[src/rtl/tsf_pkg.sv]
package tsf_pkg;
   // Fixed geometry of one pattern: four layers, four base shapes, mirrored.
   localparam int unsigned LAYERS    = 4;
   localparam int unsigned SHAPES    = 4;
   localparam int unsigned PER_PIVOT = 2 * SHAPES;

   // Column offset of a shape in a layer, relative to the pivot (layer 1).
   function automatic int shape_offset(input int shape, input int layer);
      case (shape)
         0: return (layer >= 2) ? 1 : 0;
         1: return (layer == 0) ? -1 : ((layer >= 2) ? 1 : 0);
         2: return (layer == 3) ? 1 : 0;
         3: return (layer == 0) ? -1 : ((layer == 3) ? 1 : 0);
         default: return 0;
      endcase
   endfunction

   // Flat cell index used by a track in a given layer.
   function automatic int cell_of(input int track, input int layer, input int cols);
      int pivot;
      int rest;
      int off;
      pivot = track / PER_PIVOT;
      rest  = track % PER_PIVOT;
      off   = shape_offset(rest % SHAPES, layer);
      if ((rest / SHAPES) != 0) off = -off;
      return layer * cols + pivot + 1 + off;
   endfunction
endpackage

[src/rtl/tsf_hit_sync.sv]
module tsf_hit_sync #(
   parameter int unsigned WIDTH  = 28,
   parameter int unsigned STAGES = 2
) (
   input  logic             clk,
   input  logic             rst_n,
   input  logic [WIDTH-1:0] async_i,
   output logic [WIDTH-1:0] rise_o
);
   if (STAGES < 2) begin : g_bad_stages
      $error("tsf_hit_sync: STAGES must be at least 2");
   end

   // chain[0..STAGES-1] synchronize, chain[STAGES] holds the previous value
   logic [STAGES:0][WIDTH-1:0] chain;

   always_ff @(posedge clk or negedge rst_n) begin
      if (!rst_n) begin
         chain <= '0;
      end else begin
         chain[0] <= async_i;
         for (int s = 1; s <= STAGES; s++) chain[s] <= chain[s-1];
      end
   end

   assign rise_o = chain[STAGES-1] & ~chain[STAGES];
endmodule

[src/rtl/tsf_stretch.sv]
module tsf_stretch #(
   parameter int unsigned WIDTH = 28,
   parameter int unsigned LEN   = 24
) (
   input  logic             clk,
   input  logic             rst_n,
   input  logic [WIDTH-1:0] rise_i,
   output logic [WIDTH-1:0] active_o
);
   localparam int unsigned CW = $clog2(LEN + 1);

   if (LEN < 1) begin : g_bad_len
      $error("tsf_stretch: LEN must be at least 1");
   end

   for (genvar c = 0; c < WIDTH; c++) begin : g_cell
      logic [CW-1:0] cnt;
      always_ff @(posedge clk or negedge rst_n) begin
         if (!rst_n)              cnt <= '0;
         else if (rise_i[c])      cnt <= CW'(LEN);
         else if (cnt != '0)      cnt <= cnt - 1'b1;
      end
      assign active_o[c] = (cnt != '0);
   end
endmodule

[src/rtl/tsf_match.sv]
module tsf_match #(
   parameter int unsigned COLS = 7
) (
   input  logic                                    clk,
   input  logic                                    rst_n,
   input  logic [tsf_pkg::LAYERS*COLS-1:0]         active_i,
   output logic [tsf_pkg::PER_PIVOT*(COLS-2)-1:0]  track_o,
   output logic                                    trigger_o
);
   localparam int unsigned N_TRACKS = tsf_pkg::PER_PIVOT * (COLS - 2);

   logic [N_TRACKS-1:0] hit_all;

   for (genvar t = 0; t < N_TRACKS; t++) begin : g_track
      localparam int C0 = tsf_pkg::cell_of(t, 0, COLS);
      localparam int C1 = tsf_pkg::cell_of(t, 1, COLS);
      localparam int C2 = tsf_pkg::cell_of(t, 2, COLS);
      localparam int C3 = tsf_pkg::cell_of(t, 3, COLS);
      assign hit_all[t] = active_i[C0] & active_i[C1] & active_i[C2] & active_i[C3];
   end

   always_ff @(posedge clk or negedge rst_n) begin
      if (!rst_n) begin
         track_o   <= '0;
         trigger_o <= 1'b0;
      end else begin
         track_o   <= hit_all;
         trigger_o <= |hit_all;
      end
   end
endmodule

[src/rtl/drift_segment_finder.sv]
module drift_segment_finder #(
   parameter int unsigned COLS           = 7,
   parameter int unsigned STRETCH_CYCLES = 24,
   parameter int unsigned SYNC_STAGES    = 2
) (
   input  logic                                    clk,
   input  logic                                    rst_n,
   input  logic [tsf_pkg::LAYERS*COLS-1:0]         hit_i,
   output logic [tsf_pkg::PER_PIVOT*(COLS-2)-1:0]  track_o,
   output logic                                    trigger_o
);
   localparam int unsigned N_HITS = tsf_pkg::LAYERS * COLS;

   if (COLS < 3) begin : g_bad_cols
      $error("drift_segment_finder: COLS must be at least 3");
   end

   logic [N_HITS-1:0] hit_rise;
   logic [N_HITS-1:0] stretched;

   tsf_hit_sync #(.WIDTH(N_HITS), .STAGES(SYNC_STAGES)) i_sync (
      .clk(clk), .rst_n(rst_n), .async_i(hit_i), .rise_o(hit_rise));

   tsf_stretch #(.WIDTH(N_HITS), .LEN(STRETCH_CYCLES)) i_stretch (
      .clk(clk), .rst_n(rst_n), .rise_i(hit_rise), .active_o(stretched));

   tsf_match #(.COLS(COLS)) i_match (
      .clk(clk), .rst_n(rst_n), .active_i(stretched),
      .track_o(track_o), .trigger_o(trigger_o));
endmodule

[config.mk]
export PLATFORM = sky130hd
export DESIGN_NAME = drift_segment_finder
export DESIGN_NICKNAME = d
export VERILOG_FILES = /design/src/rtl/tsf_pkg.sv /design/src/rtl/tsf_hit_sync.sv /design/src/rtl/tsf_stretch.sv /design/src/rtl/tsf_match.sv /design/src/rtl/drift_segment_finder.sv
export SDC_FILE = /design/constraint.sdc
export NUM_CORES = 1
export LEC_CHECK = 0
export BUFFER_PORTS_ARGS = -buffer_cell sky130_fd_sc_hd__buf_2
export CELL_PAD_IN_SITES_DETAIL_PLACEMENT = 0
export CELL_PAD_IN_SITES_GLOBAL_PLACEMENT = 2
export CORE_AREA = 2 2 190 136
export CTS_BUF_LIST = sky130_fd_sc_hd__clkbuf_2
export DETAILED_ROUTE_END_ITERATION = 6
export DIE_AREA = 0 0 192 138
export GPL_TIMING_DRIVEN = 0
export MAX_ROUTING_LAYER = met4
export PLACE_DENSITY_LB_ADDON = 0.1
export SYNTH_ARGS = -nofsm -noshare
export SYNTH_HDL_FRONTEND = slang
export SYNTH_SLANG_ARGS = --single-unit
[constraint.sdc]
create_clock -name clk -period 2.3 [get_ports clk]
set_clock_uncertainty 0.1 [all_clocks]
set_input_delay 0.345 -clock clk [delete_from_list [all_inputs] [get_ports clk]]
set_output_delay 0.345 -clock clk [all_outputs]
set_load 0.02 [all_outputs]
* After elaboration in Yosys (flattened, before gate mapping) *
Index checks and enable logic that the tools add are counted.

word-level totals
  output and inout port bits = 41
  word-level logic and storage cells = 254
  register bits after elaboration = 255
  input port bits = 30

operators by class
  reductions and logical operators = 53
  bitwise logic cells = 92
  multiplexer cells = 52
  $add $sub $neg = 26

operators by type and width
  operator                                                             number
  5-bit 2-to-1 mux                                                     52
  5-bit nonzero test                                                   26
  5-bit by 1-bit subtractor with 5-bit output (second input constant)  26
  1-bit AND                                                            90
  2-bit nonzero test                                                   26
  40-bit OR reduction                                                  1
  28-bit AND                                                           1
  28-bit NOT                                                           1

* Depth between registers and ports, before layout *
Gate-level depths: netlist of the first run.

  depth after elaboration = 5
  mapped depth = 8
  depth with buffers taken out = 7

* By module *
From an unflattened synthesis of the first run, not the netlist that was laid out.

unflattened totals
  cell total of the unflattened synthesis = 935
  area, all modules = 11313.4 um^2

by module, submodules not included
  module        instances  seq. area each (um^2)  area an instance (um^2)  cells each
  tsf_stretch   1          3503.4                 7247.0                   672
  tsf_hit_sync  1          2102.0                 2487.4                   112
  tsf_match     1          1026.0                 1579.0                   151

* Worst setup path before layout of the first run *
No wires, ideal clock.

  path type = reg2reg
  start = register i_stretch.g_cell[9].cnt[0]
  end = register i_match.trigger_o
  path slack = 248 ps
  arrival time = 1824 ps
  required time = 2071 ps
  path buffers = 1
  clock period less this slack = 2052 ps
  setup time = 129 ps
  cell stages (with the launch flop) = 9
  cell sequence = dfrtp_1 > inv_1 > ha_1 > or4b_4 > buf_6 > nand2b_4 > a221o_2 > nand4_1 > a2111o_1

on the way
  longest elaborated chain between the ends = 5
  elaborated cells on any way between the ends = 20
  classes of those cells = 18 x bitwise; 2 x reduce/logical

ends and longest elaborated chain
  element                 line               text
  from (decl)             tsf_stretch.sv:17  logic [CW-1:0] cnt;
  from (signal assigned)  tsf_stretch.sv:20  else if (rise_i[c]) cnt <= CW'(LEN);
  from (signal assigned)  tsf_stretch.sv:21  else if (cnt != '0) cnt <= cnt - 1'b1;
  5-bit nonzero test *    tsf_stretch.sv:23  assign active_o[c] = (cnt != '0);
  1-bit AND (3 in a row)  tsf_match.sv:19    assign hit_all[t] = active_i[C0] & active_i[C1] & active_i[C2] & active_i[C3];
  40-bit OR reduction *   tsf_match.sv:28    trigger_o <= |hit_all;
  to (signal assigned)    tsf_match.sv:28
  to (decl)               tsf_match.sv:8     output logic trigger_o

Every way passes the cells marked *; elsewhere a longest branch is shown, timed or not.
A chain may end at the register's enable or synchronous reset.

* Worst setup path after layout of the first run *
Same ends and word-level chain as after synthesis.

==> results.ini, run 1 <==
[outcome]
run_status = finished, final reports clean

[setup_path]
ff2ff_setup_slack_ps = 100
cp_slowest_stage_delay_ps = 460
cp.required_ps = 2990
startpoint = i_stretch.g_cell[9].cnt[0]
critical_path.reg2reg.startpoint = i_stretch.g_cell[9].cnt[0]
timing.rr.end = i_match.trigger_o
rr_worst_depth = 8
timing.critical_path.cells = inv_1, ha_2, or4b_4, buf_6, nand2b_4, a221o_2, nand4_1, a2111o_1
cp.arrival_ps = 2890
worst_setup_path_endpoint = i_match.trigger_o
critical_path.max_fanout = 7
start_kind = flop
worstSetupPathType = reg -> reg
worst_path_max_delay_cell = or4b_4
crit_path_end_kind = flop

[placement]
io_buffer_count = 68
gpl.final_weighted_congestion = 0.750
placedInstanceArea_um2 = 11300
dp.final_hpwl_mm = 13.5

[cells_and_area]
core_util_final = 0.508
area.growth.synth_to_final_pct = 21.5
drive_gt1_frac = 0.204
multiInputGateArea_um2 = 4050
fillCellCount = 2329
finish.instance_area_um2 = 12700
register_area_um2 = 6230
num-nets-final = 1190

[drt]
detail-route-antenna-nets = 0
postRouteWirelength_mm = 21.3
vias = 7114
first_iter_violations = 347
detailedRoute.firstPassIterationCount = 5
routed_wire_length_per_instance_um = 14.3
drc_violations_left = 0
vias_per_cell = 4.79

[pwr]
sequential_group_share_of_total_power = 0.477
power_per_cell_area_nw_per_um2 = 1140
ir_worst_vdd_v = 0.000455
netSwitchingFraction = 0.376
power_w = 0.0144
power.static_leakage_nw = 5.63
clkPwrFrac = 0.191
comb_power_share = 0.332
netSwitchingPower_w = 0.00542
internal_power_w = 0.00901

[floorplanning]
start_util = 0.418
io_pins = 71
floorplan.core_area_um2 = 25000
die_area_um2 = 26500
fp-row-count = 49
horiz_die_dim_um = 192
die_y_um = 138

[worst_hold_path]
min_path_cells = 0
hold_path.class = reg -> reg

[synthesis]
synthAdderAreaFrac = 0.0622
synth_area_leaders = dfrtp_1, ha_1, nor2_1
ff_latch_count_synth = 249
syn_area_per_cell_um2 = 11.8
synth_top_family_by_area = simple AND/OR/NAND/NOR gates
netlist_instances = 887
synth.mux.area_fraction = 0.00539
synth-compound-area-share = 0.0871
syn-cell-area_um2 = 10500
synth_largest_type_area_fraction = 0.596
synth_seq_area_share = 0.596
post_synth_xor_area_fraction = 0.0419
simple_gate_fraction_of_synth_area = 0.182
synthDominantAreaCellType = dfrtp_1
netlist-cell-type-count = 46
synth_fp_nets = 969
synth.yosys.warnings = 0

[timing]
maxSlewViolCount = 0
setup_total_negative_slack_ps = 0
max_slew.worst_pin.slew_ps = 944
finalSetupViolations = 0
maxClockFrequency_ghz = 0.455
finalHoldViolations = 0
timing.final.crit_period_ps = 2200
slew-limit-headroom = 0.369
timing.hold.ws_ps = 248
timing.final.crit_share = 0.956

[flow_run]
max-cap-violations = 0

[global_route]
first_global_vias = 7076
grt_first_pass_wirelength_mm = 35.7
grt_util_all_layers = 0.173
grt_max_degree = 120
grt_antenna_before_repair = 1
grt.overflow.total = 0

[clock_tree]
cts_root_buffer = clkbuf_2
clock_pin_slew_worst_setup_and_hold_paths_ps = 130
ctsHtreeMaxLevel = 2
numCtsBuffers = 60
cts.sinks = 249
worstSkewPairLatency_ps = 900
cts_tree = done
clk_path_buf_depth = 3

cells in the final DEF (no fill, tap or decap), types with 16 or more instances in the layout:
cell type,count
dfrtp_1,249
inv_1,57
buf_2,69
clkbuf_2,87
clkinv_1,19
a211oi_1,19
a211o_1,16
xnor2_1,43
nor4b_4,19
nor3_1,59
dlygate4sd3_1,55
nand2_1,47
buf_4,36
a21oi_1,44
nor2_1,112
nor2b_1,40
ha_1,51
o31ai_1,27
or3_1,30
metrics by stage:
step	setup slack, ps	instances
detailed placement	-160	1288
floorplan	248	887
global route	-14.5	1486
CTS	6.10	1462
global placement	-3840	1286
finish	102	1486
flip-flops by register name (all words and copies together) (netlist names):
| signal | flops |
|---|---|
| i_match.track_o | 40 |
| i_sync.chain | 78 |
| i_stretch.g_cell.cnt | 130 |
| i_match.trigger_o | 1 |
layer usage:
layer	track usage	part of all wire	routed length, um
met5	-	0	0
met4	0.0663	0.025	523
met3	0.0419	0.046	981
met2	0.226	0.41	8770
met1	0.257	0.52	11000
cells by family (layout without fill, tap and decap cells):
kind of cell             Yosys count  in the layout
AND/OR/NAND/NOR                  332            332
buffers and inverters             66            332
XOR/XNOR                          50             50
AO/OA/AOI/OAI                    133            133
other                              0              2
flip-flops                       249            249
adder cells (fa/ha/maj)           52             52
multiplexers                       5              5
area by class of cell:
| class | instances | share of cell area |
|---|---|---|
| Sequential cell | 249 | 0.491 |
| Multi-Input combinational cell | 572 | 0.319 |
| Timing Repair Buffer | 159 | 0.0954 |
| Clock buffer | 87 | 0.0343 |
| Tap cell | 331 | 0.0326 |
| Inverter | 57 | 0.0168 |
| Clock inverter | 20 | 0.00601 |
| Buffer | 9 | 0.00463 |
| Antenna cell | 2 | 0.000394 |
repair_timing:
item                                   in CTS  in global routing
setup buffers                              12                 22
resized for setup                           5                 13
pin swaps                                   0                  1
cloned                                      0                  0
endpoints found under the hold margin     275                  0
hold buffers                               55                  0
setup endpoints to repair                   1                  2
Yosys cell counts, drive strengths merged:
library cell    n
dfrtp         249
nor2          112
nor3           59
inv            57
ha             52
nand2          50
a21oi          44
xnor2          43
nor2b          40
or3            30
o31ai          27
nor4b          22
a211oi         19
a211o          16
o21bai          7
xor2            7
buf             6
mux2            5
nand3b          5
o21ai           4
a21o            3
clkbuf          3
nor4            3
or2             3
a22oi           2
a32oi           2
nand2b          2
nand3           2
nand4           2
o22a            2
o22ai           2
or4b            2
a2111o          1
a221o           1
a22o            1
o211ai          1
o221ai          1
critical path, delay by kind of cell, from the launching register on:
| family | cells | cell delay (ps) |
|---|---|---|
| simple gates | 3 | 640 |
| compound gates | 2 | 530 |
| flops | 1 | 420 |
| buf+inv | 2 | 250 |
| fa+ha+maj | 1 | 180 |
power by group through the flow:
stage / clock, W / combinational [W] / sequential, W
after floorplan: 0 / 0.00331 / 0.00696
after global placement: 0 / 0.00456 / 0.00690
after detailed placement: 0 / 0.00460 / 0.00688
after CTS: 0.00292 / 0.00477 / 0.00684
after global routing: 0.00316 / 0.00549 / 0.00709
final: 0.00275 / 0.00480 / 0.00688
worst min path at each step:
stage	startpoint	end	slack (ps)
after detailed placement	rst_n	i_stretch.g_cell[8].cnt[2]	100
after global placement	i_sync.chain[8]	i_sync.chain[36]	230
after global routing	i_sync.chain[21]	i_sync.chain[49]	270
after CTS	i_sync.chain[8]	i_sync.chain[36]	260
after floorplan	rst_n	i_match.track_o[0]	-50
final	i_sync.chain[8]	i_sync.chain[36]	250
No activity file was read; power rests on OpenSTA's default activity.
==> run 2, diff against run 1 <==
- CORE_AREA: 2 2 190 136 -> 2 2 194 139
- CTS_BUF_LIST: sky130_fd_sc_hd__clkbuf_2 -> sky130_fd_sc_hd__clkbuf_16
- DIE_AREA: 0 0 192 138 -> 0 0 196 141
==> run 2 against run 1 <==
Largest power group unchanged. First-iteration DRC count decreased by 10%. Combinational power about the same. Worst setup slack lost 33 ps. Die area up 4.3%. Sequential power is essentially flat. Largest cell class unchanged. Cell count fell by 5.9%. Sequential share of layout area up 0.097 points.
==> results.ini, run 2 (synthesis gave the netlist of run 1 again) <==
[placement]
dpl_worst_slack_ps = -209  ; -49.3 ps
io_buffer_count = 68  ; unchanged
dp.final_hpwl_mm = 13.9  ; +2.6%
gpl.final_weighted_congestion = 0.747  ; -0.32%
placedInstanceArea_um2 = 11300  ; about the same

[floorplanning]
io_pins = 71  ; unchanged
horiz_die_dim_um = 196  ; +2.1%
start_util = 0.402  ; -0.0162
die_y_um = 141  ; +2.2%
fp-row-count = 50  ; +2.0%
floorplan.core_area_um2 = 26000  ; +4.0%
die_area_um2 = 27600  ; +4.3%

[timing]
timing.hold.ws_ps = 140  ; -108 ps
slew-limit-headroom = 0.568  ; +0.200
timing.final.crit_share = 0.970  ; +0.0144
maxSlewViolCount = 0  ; unchanged
finalHoldViolations = 0  ; unchanged
final_critical_path_setup_slack_ps = 68.9  ; -33.2 ps
timing.final.crit_period_ps = 2230  ; +33.2 ps
finalSetupViolations = 0  ; unchanged
maxClockFrequency_ghz = 0.448  ; -1.5%
max_slew.worst_pin.slew_ps = 647  ; -296 ps

[cells_and_area]
register_area_um2 = 6230  ; unchanged
num-nets-final = 1124  ; -5.5%
mostFrequentLayoutCell = dfrtp_1
fillCellCount = 2393  ; +2.7%
flip_flop_count_of_the_largest_register_all_copies_and_words_added = 130  ; unchanged
most-common-layout-cells = dfrtp_1, nor2_1, buf_2, inv_1, nor3_1
largest_registers = i_stretch.g_cell.cnt: 130 flops, i_sync.chain: 78 flops, i_match.track_o: 40 flops
area.growth.synth_to_final_pct = 21.2
largest_register = i_stretch.g_cell.cnt
drive_gt1_frac = 0.169  ; -0.0351
multiInputGateArea_um2 = 4050  ; about the same
finish.instance_area_um2 = 12700  ; -0.20%
antenna_cells = 0  ; -2

[clock_tree]
numCtsBuffers = 26  ; -57%
clk_path_buf_depth = 3  ; unchanged
worstSkewPairLatency_ps = 530  ; -370 ps
cts_tree = done
clock_pin_slew_worst_setup_and_hold_paths_ps = 60  ; -70 ps
cts.sinks = 249  ; unchanged
cts_root_buffer = clkbuf_16
ctsHtreeMaxLevel = 1  ; -1

[setup_path]
critical_path.max_fanout = 7  ; unchanged
timing.critical_path.max_delay_family = compound AO/OA/AOI/OAI gates
cp_num_buf_inv = 2  ; unchanged
cp.arrival_ps = 2530  ; -360 ps
cp.required_ps = 2600  ; -390 ps
worstSetupPathType = reg -> reg
worst_path_max_delay_cell = or4b_4
start_kind = flop
timing.critical_path.cells = inv_1, ha_2, or4b_4, buf_6, a32oi_1, nand4_1, a2111o_1
cp_slowest_stage_delay_ps = 460  ; about the same
crit_path_end_kind = flop

[global_route]
grt_util_all_layers = 0.163  ; -0.00978
grt.overflow.total = 0  ; unchanged
gr-usage-met2 = 0.228  ; +0.00184
first_global_vias = 6719  ; -5.0%
grt_antenna_before_repair = 0  ; -1
globalRouteMet3Util = 0.0266  ; -0.0153
global_route.usage.met1 = 0.246  ; -0.0108
grt_max_degree = 119  ; -0.83%
grt_most_used_layer = met1
grt_first_pass_wirelength_mm = 35.4  ; -1.0%

[drt]
first_iter_violations = 311  ; -10%
vias_per_cell = 4.85  ; +1.2%
routed_wire_length_per_instance_um = 15.1  ; +5.6%
detailedRoute.firstPassIterationCount = 4  ; -1
drc_violations_left = 0  ; unchanged
detail-route-antenna-nets = 0  ; unchanged
vias = 6780  ; -4.7%
postRouteWirelength_mm = 21.1  ; -0.59%

[worst_hold_path]
hold_path.class = in -> async

[pwr]
power_per_cell_area_nw_per_um2 = 1230  ; +8.2%
ir_worst_vdd_v = 0.000622  ; +37%
power.static_leakage_nw = 5.51  ; -2.2%

[outcome]
run_status = finished, final reports clean

[flow_run]
max-cap-violations = 0  ; unchanged

run 2: changes by cell type in the layout (fill, tap and decap cells not counted), moves of 2 or more:
cell	delta
dlygate4sd3_1	-28
diode_2	-2
clkbuf_2	-87
clkinv_2	+4
inv_1	+5
clkbuf_16	+27
clkinv_1	-12
buf_4	-4
run 2: final timing paths:
kind / start / endpoint / slack (ps) / cells past startpoint
setup reg to reg: i_stretch.g_cell[9].cnt[0] / i_match.trigger_o / 70 / 7
hold / removal: rst_n / i_stretch.g_cell[5].cnt[0] / 140 / 2
min in group clk: i_sync.chain[11] / i_sync.chain[39] / 240 / 0
max in group asynchronous: rst_n / i_stretch.g_cell[23].cnt[0] / 1100 / 3
hold reg to reg: i_sync.chain[11] / i_sync.chain[39] / 240 / 0
setup / recovery: i_stretch.g_cell[9].cnt[0] / i_match.trigger_o / 70 / 7
run 2: timing repair:
action / 4_1_cts / 5_1_grt
endpoints found under the setup margin: 1 / 1
hold buffers: 27 / 0
setup buffers: 19 / 11
resized for setup: 7 / 13
hold endpoints to repair: 275 / 0
run 2: layout make-up:
type / instances / share of cell area
Buffer: 9 / 0.00464
Sequential cell: 249 / 0.492
Timing Repair Buffer: 127 / 0.0711
Inverter: 57 / 0.0169
Clock buffer: 27 / 0.0533
Tap cell: 338 / 0.0334
Clock inverter: 20 / 0.00918
Multi-Input combinational cell: 572 / 0.320
run 2: per-stage QoR:
| stage | total power [W] | utilization | instances | setup TNS [ps] |
|---|---|---|---|---|
| after detailed placement | 0.0115 | 0.434 | 1295 | -209 |
| final | 0.0156 | 0.487 | 1399 | 0 |
| after global placement | 0.0115 | 0.431 | 1293 | -948120 |
| after CTS | 0.0157 | 0.482 | 1388 | 0 |
| after floorplan | 0.0103 | - | 887 | 0 |
| after global routing | 0.0168 | 0.487 | 1399 | -4.21 |
run 2: per-layer routing:
metal	share of wire	vias up	wire, um
li1	-	3366	-
met2	0.41	74	8730
met4	0.024	0	501
met3	0.028	36	593
met5	0	-	0
met1	0.54	3304	11300
run 2: where the power goes:
part | leakage [nW] | internal (W) | total (W) | switching [W]
Sequential | 2.78 | 0.00570 | 0.00690 | 0.00120
Clock | 0.409 | 0.00222 | 0.00391 | 0.00169
Combinational | 2.32 | 0.00229 | 0.00478 | 0.00249
